[config.mk]
export PLATFORM = sky130hd
export DESIGN_NAME = bcast_storm_limiter
export DESIGN_NICKNAME = d
export VERILOG_FILES = /design/src/rtl/storm_pkg.sv /design/src/rtl/storm_qualify.sv /design/src/rtl/storm_win_timer.sv /design/src/rtl/storm_frame_meter.sv /design/src/rtl/bcast_storm_limiter.sv
export SDC_FILE = /design/constraint.sdc
export NUM_CORES = 1
export LEC_CHECK = 0
export BUFFER_PORTS_ARGS = -buffer_cell sky130_fd_sc_hd__buf_2
export CAP_MARGIN = 20
export CORE_UTILIZATION = 45
export CTS_CLUSTER_SIZE = 12
export DETAILED_ROUTE_END_ITERATION = 7
export GPL_ROUTABILITY_DRIVEN = 0
export MAX_ROUTING_LAYER = met4
export PLACE_DENSITY = 0.7
export SLEW_MARGIN = 25
export SYNTH_ARGS = -nofsm -noshare
export SYNTH_HDL_FRONTEND = slang
export SYNTH_HIERARCHICAL = 1
export SYNTH_SLANG_ARGS = --single-unit
[constraint.sdc]
create_clock -name clk -period 2.4 [get_ports clk]
set_input_delay 0 -clock clk [delete_from_list [all_inputs] [get_ports clk]]
set_output_delay 0 -clock clk [all_outputs]
set_load 0.005 [all_outputs]
[src/rtl/storm_pkg.sv]
package storm_pkg;

   typedef enum logic {
      SPD_10M  = 1'b0,
      SPD_100M = 1'b1
   } port_speed_e;

   function automatic int unsigned max_u(input int unsigned a, input int unsigned b);
      return (a > b) ? a : b;
   endfunction

   function automatic int unsigned ctr_width(input int unsigned span);
      return (span < 2) ? 1 : $clog2(span);
   endfunction

endpackage

[src/rtl/storm_qualify.sv]
module storm_qualify #(
   parameter bit MCAST_OPTION = 1'b1
) (
   input  logic start,
   input  logic bcast,
   input  logic mcast,
   input  logic mcast_incl,
   output logic qualify
);

   generate
      if (MCAST_OPTION) begin : g_mcast
         assign qualify = start & (bcast | (mcast & mcast_incl));
      end else begin : g_bcast_only
         logic unused_mc;
         assign unused_mc = mcast & mcast_incl;
         assign qualify   = start & bcast;
      end
   endgenerate

endmodule

[src/rtl/storm_win_timer.sv]
module storm_win_timer
   import storm_pkg::*;
#(
   parameter int unsigned FAST_CYC = 6700,
   parameter int unsigned SLOW_CYC = 50000
) (
   input  logic clk,
   input  logic rst_n,
   input  logic spd_fast,
   output logic restart
);

   localparam int unsigned SPAN  = max_u(FAST_CYC, SLOW_CYC);
   localparam int unsigned TMR_W = ctr_width(SPAN);
   localparam logic [TMR_W-1:0] FAST_TERM = TMR_W'(FAST_CYC - 1);
   localparam logic [TMR_W-1:0] SLOW_TERM = TMR_W'(SLOW_CYC - 1);

   port_speed_e       spd_now;
   port_speed_e       spd_q;
   logic              primed_q;
   logic [TMR_W-1:0]  tmr_q;
   logic [TMR_W-1:0]  term;
   logic              spd_chg;
   logic              wrap;

   assign spd_now = port_speed_e'(spd_fast);
   assign term    = (spd_now == SPD_100M) ? FAST_TERM : SLOW_TERM;
   assign spd_chg = primed_q & (spd_now != spd_q);
   assign wrap    = (tmr_q >= term);
   assign restart = wrap | spd_chg;

   always_ff @(posedge clk or negedge rst_n) begin
      if (!rst_n) begin
         tmr_q    <= '0;
         spd_q    <= SPD_10M;
         primed_q <= 1'b0;
      end else begin
         primed_q <= 1'b1;
         spd_q    <= spd_now;
         tmr_q    <= restart ? '0 : tmr_q + 1'b1;
      end
   end

endmodule

[src/rtl/storm_frame_meter.sv]
module storm_frame_meter #(
   parameter int unsigned CNT_W = 8
) (
   input  logic             clk,
   input  logic             rst_n,
   input  logic             restart,
   input  logic             qualify,
   input  logic             enable,
   input  logic [CNT_W-1:0] limit,
   output logic             drop,
   output logic [CNT_W-1:0] count
);

   localparam logic [CNT_W-1:0] CNT_MAX = '1;

   logic [CNT_W-1:0] cnt_q;
   logic             over;
   logic             bump;

   assign over  = (cnt_q >= limit);
   assign bump  = qualify & (cnt_q != CNT_MAX);
   assign drop  = enable & qualify & over;
   assign count = cnt_q;

   always_ff @(posedge clk or negedge rst_n) begin
      if (!rst_n) begin
         cnt_q <= '0;
      end else if (restart) begin
         cnt_q <= '0;
      end else if (bump) begin
         cnt_q <= cnt_q + 1'b1;
      end
   end

endmodule

[src/rtl/bcast_storm_limiter.sv]
module bcast_storm_limiter #(
   parameter int unsigned NUM_PORTS    = 3,
   parameter int unsigned CNT_W        = 8,
   parameter int unsigned FAST_WIN_CYC = 6700,
   parameter int unsigned SLOW_WIN_CYC = 50000,
   parameter bit          MCAST_OPTION = 1'b1
) (
   input  logic                 clk,
   input  logic                 rst_n,
   input  logic [NUM_PORTS-1:0] frm_start,
   input  logic [NUM_PORTS-1:0] frm_bcast,
   input  logic [NUM_PORTS-1:0] frm_mcast,
   input  logic [NUM_PORTS-1:0] spd_fast,
   input  logic [NUM_PORTS-1:0] port_en,
   input  logic                 mcast_incl,
   input  logic [CNT_W-1:0]     storm_limit,
   output logic [NUM_PORTS-1:0] drop
);

   generate
      if (NUM_PORTS < 1) begin : g_bad_ports
         $error("NUM_PORTS must be at least 1");
      end
      if (CNT_W < 1 || CNT_W > 16) begin : g_bad_cnt
         $error("CNT_W must lie between 1 and 16");
      end
      if (FAST_WIN_CYC < 2 || SLOW_WIN_CYC < 2) begin : g_bad_win
         $error("window lengths must be at least 2 cycles");
      end
      if (FAST_WIN_CYC > SLOW_WIN_CYC) begin : g_bad_order
         $error("the 100 Mb/s window may not exceed the 10 Mb/s window");
      end
   endgenerate

   logic [NUM_PORTS-1:0]            win_restart;
   logic [NUM_PORTS-1:0]            frm_qual;
   logic [NUM_PORTS-1:0][CNT_W-1:0] meter_cnt;

   for (genvar p = 0; p < NUM_PORTS; p++) begin : g_port
      storm_qualify #(
         .MCAST_OPTION (MCAST_OPTION)
      ) qual_i (
         .start      (frm_start[p]),
         .bcast      (frm_bcast[p]),
         .mcast      (frm_mcast[p]),
         .mcast_incl (mcast_incl),
         .qualify    (frm_qual[p])
      );

      storm_win_timer #(
         .FAST_CYC (FAST_WIN_CYC),
         .SLOW_CYC (SLOW_WIN_CYC)
      ) tmr_i (
         .clk      (clk),
         .rst_n    (rst_n),
         .spd_fast (spd_fast[p]),
         .restart  (win_restart[p])
      );

      storm_frame_meter #(
         .CNT_W (CNT_W)
      ) mtr_i (
         .clk     (clk),
         .rst_n   (rst_n),
         .restart (win_restart[p]),
         .qualify (frm_qual[p]),
         .enable  (port_en[p]),
         .limit   (storm_limit),
         .drop    (drop[p]),
         .count   (meter_cnt[p])
      );
   end

endmodule

# [Word-level counts from Yosys, hierarchy flattened]
# Index checks and enable logic that the tools add are counted.
[classes] n_reduce_logical=3 add_sub_neg=6 mux=12 n_lt_le_gt_ge=6 bitwise=24 eq_ne=6
[op_table] cell="16-bit two-way mux" count=6
[op_table] cell="16-bit by 1-bit adder with 16-bit output, second input constant" count=3
[op_table] cell="16-bit greater-or-equal comparator" count=3
[op_table] cell="8-bit two-way mux" count=6
[op_table] cell="8-bit by 1-bit adder with 8-bit output, second input constant" count=3
[op_table] cell="8-bit greater-or-equal comparator" count=3
[op_table] cell="8-bit inequality test, second input constant" count=3
[op_table] cell="1-bit bitwise AND" count=18
[op_table] cell="1-bit bitwise OR" count=6
[op_table] cell="2-bit nonzero test" count=3
[op_table] cell="1-bit inequality test" count=3
[word_totals] elab_cells=67 ff_bits=76 output_inout_bits=3 in_bits=26

# [Logic depth before layout (Yosys ltp)]
[logic_depth] word_depth=6 mapped_depth=9 ltp_nobuf=7

# [By module]
# The synthesis kept the hierarchy.
[modules_own_cells] module="storm_win_timer" area_each_um2=1059.8 seq_area_each_um2=450.4 instances=3 cells_each=100
[modules_own_cells] module="storm_frame_meter" area_each_um2=630.6 seq_area_each_um2=200.2 instances=3 cells_each=69
[modules_own_cells] module="storm_qualify" area_each_um2=11.3 seq_area_each_um2=0.0 instances=3 cells_each=2

# [Worst setup path after synthesis]
# OpenSTA, ideal clock, no wires.
[synth_path] path_kind="register -> register" start="register g_port[0].tmr_i.tmr_q[5]" end="register g_port[0].mtr_i.cnt_q[5]" t_required_ns=2.301 path_stages_with_launch=9 synth_period_minus_slack_ns=2.034 t_arrival_ns=1.934 setup_ns=0.099 path_slack_ns=0.366 cell_sequence="dfrtp_1 -> ha_1 -> a21oi_1 -> o22ai_1 -> o31a_1 -> buf_2 -> or2_2 -> buf_1 -> a311oi_1"
[synth_via] elab_chain_len=3 word_cells_on_any_way=4
[synth_lines] element="from (decl)" line="storm_win_timer.sv:21" rtl="logic [TMR_W-1:0] tmr_q;"
[synth_lines] element="from (signal assigned)" line="storm_win_timer.sv:40" rtl="tmr_q <= restart ? '0 : tmr_q + 1'b1;"
[synth_lines] element="16-bit greater-or-equal comparator (*)" line="storm_win_timer.sv:29" rtl="assign wrap = (tmr_q >= term);"
[synth_lines] element="1-bit bitwise OR (*)" line="storm_win_timer.sv:30" rtl="assign restart = wrap | spd_chg;"
[synth_lines] element="via win_restart[0]" line="bcast_storm_limiter.sv:35" rtl="logic [NUM_PORTS-1:0] win_restart;"
[synth_lines] element="8-bit two-way mux or 2-bit nonzero test (tied branches)"
[synth_lines] element="to (signal assigned)" line="storm_frame_meter.sv:31" rtl="cnt_q <= cnt_q + 1'b1;"
[synth_lines] element="to (decl)" line="storm_frame_meter.sv:16" rtl="logic [CNT_W-1:0] cnt_q;"
# The timed path passes the listed nets; every way through them passes the cells marked *.
# A chain may end at the register's enable or synchronous reset.

# [Worst setup path in the final report]
[layout_path] start="register g_port[1].mtr_i.cnt_q[0]" end="output drop[1]"
[layout_via] elab_chain_len=2
[layout_lines] element="from (decl)" line="storm_frame_meter.sv:16"
[layout_lines] element="from (signal assigned)" line="storm_frame_meter.sv:31"
[layout_lines] element="8-bit greater-or-equal comparator" line="storm_frame_meter.sv:20" rtl="assign over = (cnt_q >= limit);"
[layout_lines] element="1-bit bitwise AND" line="storm_frame_meter.sv:22" rtl="assign drop = enable & qualify & over;"
[layout_lines] element="to (decl)" line="bcast_storm_limiter.sv:17" rtl="output logic [NUM_PORTS-1:0] drop"
# No other way between the ends.

==> metrics.yaml <==
status: "complete, no violations"
antenna_cells: 0
synth_top_area_share_pct: 38.2
power_leakage_uw: 0.00272
ir_worst_vdd_uv: 382
port_buffers: 28
p_seq_share_pct: 43.0
crit_chain: "inv_1, ha_1, nand2b_4, a2111oi_2, nor3_1, o31a_1, buf_2"
setup_viol: 0
clk_path_buf_depth: 2
track_usage_pct: 19.2
antenna_found_initial: 0
synth_cell_type_count: 44
finalClockSkew_ns: 0.00561
synth_top_area_cell: "dfrtp_1"
synth.area.top_cells: "dfrtp_1 (38%), ha_1 (13%), xor2_1 (5.7%)"
synthCells: 513
holdPathEnd: "g_port[2].mtr_i/count[2]"
critPathBufInv: 2
final_hold_viol_count: 0
post_drt_wl_per_cell_um: 14.4
cp.depth: 7
hold_path_startpoint: "frm_start[2]"
area_delta_synth_final_pct: 12.6
io_pins: 29
cp.required_ns: 2.40
rows: 38
rsz0062_at_grt: "no"
fmax_ghz: 0.479
die_area_um2: 11800
hpwl_um: 7170
yosysWarningCount: 6
critPathSlowestCell: "dfrtp_1"
cts_inserted_buffers: 9
layout-drive-gt1-share_pct: 15.6
start_util_pct: 46.7
core-area_um2: 10900
slew_headroom_pct: 53.3
postLayoutCellArea_um2: 5750
reg2reg_from: "g_port[0].tmr_i/tmr_q[5]"
grt_max_degree: 79
placed_area_um2: 5370
r2r_end: "g_port[0].mtr_i/count[6]"
min-delay-path-class: "in -> reg"
worstMarginPinSlew_ns: 0.700
die_h_um: 109
grt_pass1_vias: 3795
p_total_uw: 3760
antenna_left: 0
cts.sinks: 78
utilization_pct: 52.6
cp_top_family: "compound AO/OA/AOI/OAI gates"
layout_common_cells: "dfrtp_1 (78), ha_1 (54), nor3_1 (48), inv_1 (33), xor2_1 (33)"
ys_ff_latch: 78
syn_nets: 593
viasPerCell: 5.68
reg2reg_slack_ns: 0.44
comb_power_share_pct: 17.3
grt_pass1_wl_um: 17400
cts-root-buf: "clkbuf_16"
crit_type: "reg -> out"
worst_slack_ns: 0.314
p_int_uw: 2740
drc: 0
powerDensity_nw_per_um2: 653
synth_area_um2: 5100
path_clk_slew_ns: 0.06
slew_viol_final: 0
crit_fanout: 3
overflow: 0
max-cap-violations: 0
start_kind: "flop"
fin_nets: 627
first_pass_iters: 4
clkPwrFrac_pct: 39.7
swShare_pct: 27.0
holdPathStages: 4
cts.htree.levels: 3
place_ws_ns: 0.439
reg2regPathDepth: 6
cts_tree: "yes"
cp_data_arrival_time_ns: 2.09
cp_slowest_stage_delay_ns: 0.39
fin_crit_ns: 2.09
layout_commonest_cell: "dfrtp_1"
via_count: 3931
setup-tns-final_ns: 0
ys_seq_area_share_pct: 38.2
syn_avg_cell_area_um2: 9.95
period_share_pct: 86.9
p_sw_uw: 1010
wl_um: 10000
crit_path_end_kind: "output port"
die_w_um: 109
clkLatencyLatePin_ns: 0.34
cts_resized: 0
dr.first_iter.drc_count: 194
-- registers in the layout, summed over array words and instances, names as in the netlist --
register,count
g_port.mtr_i/count,24
g_port.tmr_i/primed_q,3
g_port.tmr_i/spd_q,3
g_port.tmr_i/tmr_q,48
-- area by class of cell --
class / count / area [um^2]
fillers: 961 / 5190
multi-input cells: 387 / 2930
flip-flops and latches: 78 / 1950
clock buffers: 11 / 253
repair buffers: 38 / 231
well taps: 140 / 175
inverters: 33 / 124
clock inverters: 5 / 81.3
-- per-stage QoR --
step	instances	hold slack, ns
floorplan	513	-0.296
global placement	672	0.214
detailed placement	672	0.218
CTS	692	0.187
global route	692	0.233
finish	692	0.207
-- cell usage after synthesis --
cell type,number
dfrtp_1,78
ha_1,54
nor3_1,48
inv_1,33
xor2_1,33
nand2_1,24
nand3_1,24
nor2_1,24
a21oi_1,21
nand4_1,15
o21ai_0,15
xnor2_1,12
a31oi_1,9
nand4b_1,9
and4_1,6
and4_4,6
buf_2,6
mux2i_1,6
nor3b_1,6
o211ai_1,6
o31a_1,6
or3_1,6
a2111oi_2,3
a211oi_1,3
a211oi_2,3
a21o_1,3
a311oi_1,3
a311oi_2,3
and2_2,3
and3_1,3
and3_4,3
buf_1,3
buf_4,3
buf_6,3
conb_1,3
nand2b_4,3
nand3_2,3
nand4_4,3
nor2b_1,3
nor4b_1,3
o21a_1,3
o21ai_2,3
o22ai_1,3
or2_2,3
-- worst reg2reg max path: cells and delay by family (launching register included) --
kind                     cells  cell delay, ns
AND/OR/NAND/NOR              2            0.61
AO/OA/AOI/OAI                3            0.50
flip-flops                   1            0.44
adder cells (fa/ha/maj)      1            0.32
-- logic make-up (layout without fill, tap and decap cells) --
group | count (synthesis) | after routing | share of synthesized area (%)
multiplexers | 6 | 6 | 1.18
other | 3 | 3 | 0.221
AND/OR/NAND/NOR | 195 | 195 | 23.3
AO/OA/AOI/OAI | 84 | 84 | 11.8
buffers and inverters | 48 | 87 | 4.34
adder cells (fa/ha/maj) | 54 | 54 | 13.2
flip-flops | 78 | 78 | 38.2
XOR/XNOR | 45 | 45 | 7.72
-- worst max path at each step --
stage / slack [ns] / endpoint / startpoint
6_report: 0.31 / drop[1] / g_port[1].mtr_i/count[0]
5_1_grt: 0.21 / drop[2] / g_port[2].mtr_i/count[0]
4_1_cts: 0.27 / drop[1] / g_port[1].mtr_i/count[0]
3_5_place_dp: 0.44 / g_port[0].mtr_i/count[6] / g_port[0].tmr_i/tmr_q[5]
3_3_place_gp: 0.52 / g_port[2].mtr_i/count[5] / g_port[2].tmr_i/tmr_q[5]
2_1_floorplan: 0.37 / g_port[0].mtr_i/count[5] / g_port[0].tmr_i/tmr_q[5]
-- repair_timing --
item                                   CTS  global route
hold buffers                             4             0
buffers inserted                         0             0
endpoints found under the hold margin   81             0
-- power by group through the flow --
stage	Sequential, uW	Combinational (uW)	Clock, uW
after detailed placement	1640	646	0
after global placement	1630	617	0
after global routing	1640	745	1580
after floorplan	1590	505	0
final	1610	651	1490
after CTS	1610	663	1530
-- routing by layer --
metal	GRT usage [%]	wire [um]
met1	24.1	4850
met4	8.59	179
met2	30.7	4720
met5	-	0
met3	2.95	252
No activity file was read; power rests on OpenSTA's default activity.
